==> src/rtl/hwl_pkg.sv <==
package hwl_pkg;
  typedef enum logic {
    MODE_BLOCK  = 1'b0,
    MODE_SINGLE = 1'b1
  } loop_mode_e;
endpackage

==> src/rtl/hwl_cfg_regs.sv <==
module hwl_cfg_regs
  import hwl_pkg::*;
#(
  parameter int ADDR_W = 16
) (
  input  logic              clk,
  input  logic              rst,
  input  logic              cmd_valid,
  input  loop_mode_e        cmd_mode,
  input  logic [ADDR_W-1:0] cmd_first,
  input  logic [ADDR_W-1:0] cmd_last,
  input  logic              finish,
  output logic              accept,
  output logic              active,
  output logic              hold,
  output logic              reject,
  output logic [ADDR_W-1:0] first_q,
  output logic [ADDR_W-1:0] last_q
);
  loop_mode_e mode_q;

  assign accept = cmd_valid && !active;

  always_ff @(posedge clk) begin
    if (rst) begin
      active  <= 1'b0;
      hold    <= 1'b0;
      reject  <= 1'b0;
      mode_q  <= MODE_BLOCK;
      first_q <= '0;
      last_q  <= '0;
    end else begin
      reject <= cmd_valid && active;
      if (accept) begin
        active  <= 1'b1;
        mode_q  <= cmd_mode;
        hold    <= (cmd_mode == MODE_SINGLE);
        first_q <= cmd_first;
        last_q  <= (cmd_mode == MODE_SINGLE) ? cmd_first : cmd_last;
      end else if (finish) begin
        active <= 1'b0;
        hold   <= 1'b0;
      end
    end
  end

  AST_START_ON_CMD: assert property (@(posedge clk) disable iff (rst)
    (cmd_valid && !active) |=> active);
  AST_REJECT_WHEN_BUSY: assert property (@(posedge clk) disable iff (rst)
    (cmd_valid && active) |=> (reject && $stable(first_q) && $stable(last_q)));
  AST_HOLD_ONLY_SINGLE: assert property (@(posedge clk) disable iff (rst)
    hold |-> (active && mode_q == MODE_SINGLE));
endmodule

==> src/rtl/hwl_iter_cnt.sv <==
module hwl_iter_cnt #(
  parameter int CNT_W = 8
) (
  input  logic             clk,
  input  logic             rst,
  input  logic             load,
  input  logic [CNT_W-1:0] count_in,
  input  logic             step,
  output logic             final_pass
);
  logic [CNT_W-1:0] left_q;

  // left_q holds passes remaining minus one; a count of 0 wraps to all ones.
  always_ff @(posedge clk) begin
    if (rst) begin
      left_q <= '0;
    end else if (load) begin
      left_q <= count_in - CNT_W'(1);
    end else if (step) begin
      left_q <= left_q - CNT_W'(1);
    end
  end

  assign final_pass = (left_q == '0);

  AST_NO_UNDERFLOW: assert property (@(posedge clk) disable iff (rst)
    (step && !load) |-> !final_pass);
endmodule

==> src/rtl/hwl_wrap_detect.sv <==
module hwl_wrap_detect #(
  parameter int ADDR_W = 16
) (
  input  logic              active,
  input  logic              adv,
  input  logic [ADDR_W-1:0] pc,
  input  logic [ADDR_W-1:0] last_addr,
  input  logic              final_pass,
  output logic              wrap,
  output logic              finish
);
  logic at_end;

  assign at_end = active && adv && (pc == last_addr);
  assign wrap   = at_end && !final_pass;
  assign finish = at_end && final_pass;
endmodule

==> src/rtl/hwloop_seq.sv <==
module hwloop_seq
  import hwl_pkg::*;
#(
  parameter int ADDR_W = 16,
  parameter int CNT_W  = 8
) (
  input  logic              clk,
  input  logic              rst,
  input  logic              cmd_valid,
  input  logic              cmd_single,
  input  logic [ADDR_W-1:0] cmd_first,
  input  logic [ADDR_W-1:0] cmd_last,
  input  logic [CNT_W-1:0]  cmd_count,
  input  logic [ADDR_W-1:0] pc,
  input  logic              adv,
  output logic              redirect_valid,
  output logic [ADDR_W-1:0] redirect_pc,
  output logic              loop_active,
  output logic              irq_hold,
  output logic              cmd_reject
);
  logic              accept;
  logic              finish;
  logic              wrap;
  logic              final_pass;
  logic [ADDR_W-1:0] first_q;
  logic [ADDR_W-1:0] last_q;
  loop_mode_e        mode_in;

  assign mode_in = cmd_single ? MODE_SINGLE : MODE_BLOCK;

  hwl_cfg_regs #(.ADDR_W(ADDR_W)) u_cfg (
    .clk      (clk),
    .rst      (rst),
    .cmd_valid(cmd_valid),
    .cmd_mode (mode_in),
    .cmd_first(cmd_first),
    .cmd_last (cmd_last),
    .finish   (finish),
    .accept   (accept),
    .active   (loop_active),
    .hold     (irq_hold),
    .reject   (cmd_reject),
    .first_q  (first_q),
    .last_q   (last_q)
  );

  hwl_iter_cnt #(.CNT_W(CNT_W)) u_cnt (
    .clk       (clk),
    .rst       (rst),
    .load      (accept),
    .count_in  (cmd_count),
    .step      (wrap),
    .final_pass(final_pass)
  );

  hwl_wrap_detect #(.ADDR_W(ADDR_W)) u_det (
    .active    (loop_active),
    .adv       (adv),
    .pc        (pc),
    .last_addr (last_q),
    .final_pass(final_pass),
    .wrap      (wrap),
    .finish    (finish)
  );

  assign redirect_valid = wrap;
  assign redirect_pc    = first_q;

  AST_REDIRECT_IN_LOOP: assert property (@(posedge clk) disable iff (rst)
    redirect_valid |-> loop_active);
  AST_IDLE_NO_REDIRECT: assert property (@(posedge clk) disable iff (rst)
    !adv |-> !redirect_valid);
  AST_FINISH_DROPS: assert property (@(posedge clk) disable iff (rst)
    (finish && !cmd_valid) |=> !loop_active);
endmodule

==> config.mk <==
export PLATFORM = sky130hd
export DESIGN_NAME = hwloop_seq
export DESIGN_NICKNAME = d
export VERILOG_FILES = /design/src/rtl/hwl_pkg.sv /design/src/rtl/hwl_cfg_regs.sv /design/src/rtl/hwl_iter_cnt.sv /design/src/rtl/hwl_wrap_detect.sv /design/src/rtl/hwloop_seq.sv
export SDC_FILE = /design/constraint.sdc
export NUM_CORES = 1
export LEC_CHECK = 0
export ABC_AREA = 1
export BUFFER_PORTS_ARGS = -buffer_cell sky130_fd_sc_hd__buf_2
export CAP_MARGIN = 0
export CORE_ASPECT_RATIO = 0.5
export CORE_MARGIN = 8
export CORE_UTILIZATION = 55
export DETAILED_ROUTE_END_ITERATION = 10
export PLACE_DENSITY = 0.84
export SLEW_MARGIN = 20
export SYNTH_ARGS = -nofsm -noshare
export SYNTH_HDL_FRONTEND = slang
export SYNTH_HIERARCHICAL = 1
export SYNTH_SLANG_ARGS = --single-unit
==> constraint.sdc <==
create_clock -name clk -period 4.6 [get_ports clk]
set_input_delay 0.92 -clock clk [delete_from_list [all_inputs] [get_ports clk]]
set_output_delay 0.92 -clock clk [all_outputs]
set_load 0.1 [all_outputs]
==> summary.md <==
| Metric | Value |
|---|---|
| Mapped Nets | 505 |
| IR drop worst, VDD | 0.000226 V |
| Gr ovfl total | 0 |
| Diode count | 0 |
| DR vias | 2611 |
| CORE AREA | 4470 um^2 |
| Initial antenna violation count | 0 |
| PortBufs | 80 |
| Clk root buf | clkbuf_8 |
| Routed vias/inst | 4.53 |
| Seq pwr share | 39.3% |
| Setup TNS | 0 ps |
| RSZ-0062 raised after global routing | no |
| Global-route wire length before repair | 10.6 mm |
| Max-cap viol count | 0 |
| Worst setup EP type | primary output |
| Clock Latency Late Sink | 290 ps |
| Vias in the first global route | 2435 |
| First-iteration detailed-routing DRC count | 173 |
| IO Pins | 81 |
| Switching Share | 37.4% |
| Gate count after technology mapping | 443 |
| Remaining DRCs | 0 |
| Setup CP Type | in -> out |
| Switching Power | 0.409 mW |
| Clk sinks | 43 |
| Area occupied by multi-input gates | 1270 um^2 |
| Worst slew pin tran | 985 ps |
| DR WL/cell | 10.5 um |
| Nets | 580 |
| Largest net degree at the start of global routing | 36 |
| Area growth syn-to-layout | 19.1% |
| Seq/Total Area, Yosys | 33.3% |
| Hold slack | 487 ps |
| Worst Hold Class | reg -> reg |
| Drt total wl | 6.06 mm |
| Total CTS buffers | 5 |
| # resized after CTS | 0 |
| TritonCTS clock tree | yes |
| Die width | 113 um |
| CP Launch Type | input port |
| CTS Buffer Depth | 2 |
| Setup Fix Bufs, Post-CTS | 0 |
| Combinational power share | 33.0% |
| Seq cells post-synth | 43 |
| Reg area | 861 um^2 |
| Layout cell share with drive strength beyond 1 | 22.2% |
| Final Hold Vio Count | 0 |
| Internal power | 0.684 mW |
| Mapped Area | 2590 um^2 |
| # rows | 17 |
| Crit share post-route | 67.5% |
| Outcome | completed |
| Initial Util | 57.9% |
| Filler cell count in the final layout | 460 |
| Yosys warnings | 6 |
| Final min period | 3100 ps |
| CP Max Fanout | 2 |
| Slew Limit Fails | 0 |
| Fmax | 322 MHz |
| Total GRT Usage | 17.1% |
| Worst path arrival time | 2180 ps |
| Final ANT Viol Nets | 0 |
| Clk pwr share | 27.7% |
| Hold bufs inserted after CTS | 0 |
| Gp weighted congestion | 0.836 |
| Pwr dens | 354 nW/um^2 |
| WP data required | 3680 ps |
| Unique cell type count in the Yosys netlist | 28 |
| Avg Cell Area, Syn | 5.84 um^2 |
| Final setup vio count | 0 |
| Dpl hpwl | 4.67 mm |
| H-tree levels | 2 |
| DRT Pass-1 Iters | 5 |
| Die ar. | 7290 um^2 |
| Clk_skew | 10.6 ps |
| CTS clk-pin slew, worst paths | 70 ps |
| Relative slew slack | 34.3% |
| Leak Pwr | 1.85 nW |
| Chip height | 64.5 um |
[final timing paths]
path / endpoint / cells past startpoint / start / slack (ps)
max: redirect_valid / 10 / pc[9] / 1500
min: u_cfg/first_q[0] / 2 / u_cfg/first_q[0] / 490
max reg2reg: u_cnt/left_q[2] / 9 / u_cfg/active / 2790
min reg2reg: u_cfg/first_q[0] / 2 / u_cfg/first_q[0] / 490
[critical path: stages]
cell and delay (ps):
buf_2 80, inv_1 30, nand2_1 50, nand2_1 50, nor2_1 120, nand2_1 60
nor2_1 100, nand3_1 110, nor2_1 190, buf_2 470
[cell usage in the layout (no fill, tap or decap), drive strengths merged]
master	n
nand2	156
inv	93
nor2	84
buf	81
dfxtp	43
o21ai	26
nand3	9
a21oi	9
clkbuf	6
xnor2	2
clkinv	2
bufinv	1
o22ai	1
nand4	1
nor3	1
o31ai	1
ha	1
o211ai	1
xor2	1
[Yosys cell counts (all sizes together)]
cell	instances	area [um^2]
clkbuf	1	3.75
o211ai	1	7.51
a21oi	9	48.8
buf	12	97.6
nand2	156	621
xnor2	2	17.5
o21ai	26	134
o22ai	1	6.26
ha	1	12.5
nand3	9	45.0
clkinv	1	3.75
dfxtp	43	861
nor3	1	5.00
nor2	84	353
nand4	1	6.26
xor2	1	8.76
inv	93	349
o31ai	1	7.51
[power groups by stage]
stage | clock network [mW] | logic (mW) | registers (mW)
global placement | 0 | 0.357 | 0.437
detailed placement | 0 | 0.361 | 0.438
global route | 0.328 | 0.401 | 0.434
CTS | 0.311 | 0.362 | 0.429
floorplan | 0 | 0.185 | 0.544
finish | 0.303 | 0.361 | 0.429
[layout make-up]
class / instances / area share, %
timing repair buffer: 81 / 13.2
sequential: 43 / 27.9
inverter: 94 / 11.4
tap: 57 / 2.31
clock inverter: 2 / 1.14
multi-input combinational: 293 / 41.3
clock buffer: 6 / 2.68
[stage by stage]
stage	instance area, um^2	worst slack, ps	power, mW	cells	util [%]
2_1_floorplan	2590	796	0.729	443	-
3_3_place_gp	2970	1500	0.794	568	66.4
3_5_place_dp	2970	1510	0.799	568	66.4
4_1_cts	3080	1510	1.10	576	69.0
5_1_grt	3080	1320	1.16	576	69.0
6_report	3080	1500	1.09	576	69.0
[registers in the layout (all words and copies together) (netlist names)]
signal	count
u_cfg/last_q	16
u_cfg/hold	1
u_cfg/first_q	16
u_cfg/reject	1
u_cfg/active	1
u_cnt/left_q	8
[logic make-up after synthesis]
kind of cell | share of synthesized area (%)
compound gates | 7.88
xor+xnor | 1.02
fa+ha+maj | 0.483
buf+inv | 17.6
flops | 33.3
simple gates | 39.8
[per-layer routing]
metal,track usage [%],share of wire [%],wire [um],vias up
li1,-,-,-,1435
met1,20.0,45,2750,1097
met2,29.8,47,2840,72
met3,5.45,6.6,401,7
met4,4.61,1.2,71,0
met5,0,0,0,-
No activity file was read; power rests on OpenSTA's default activity.
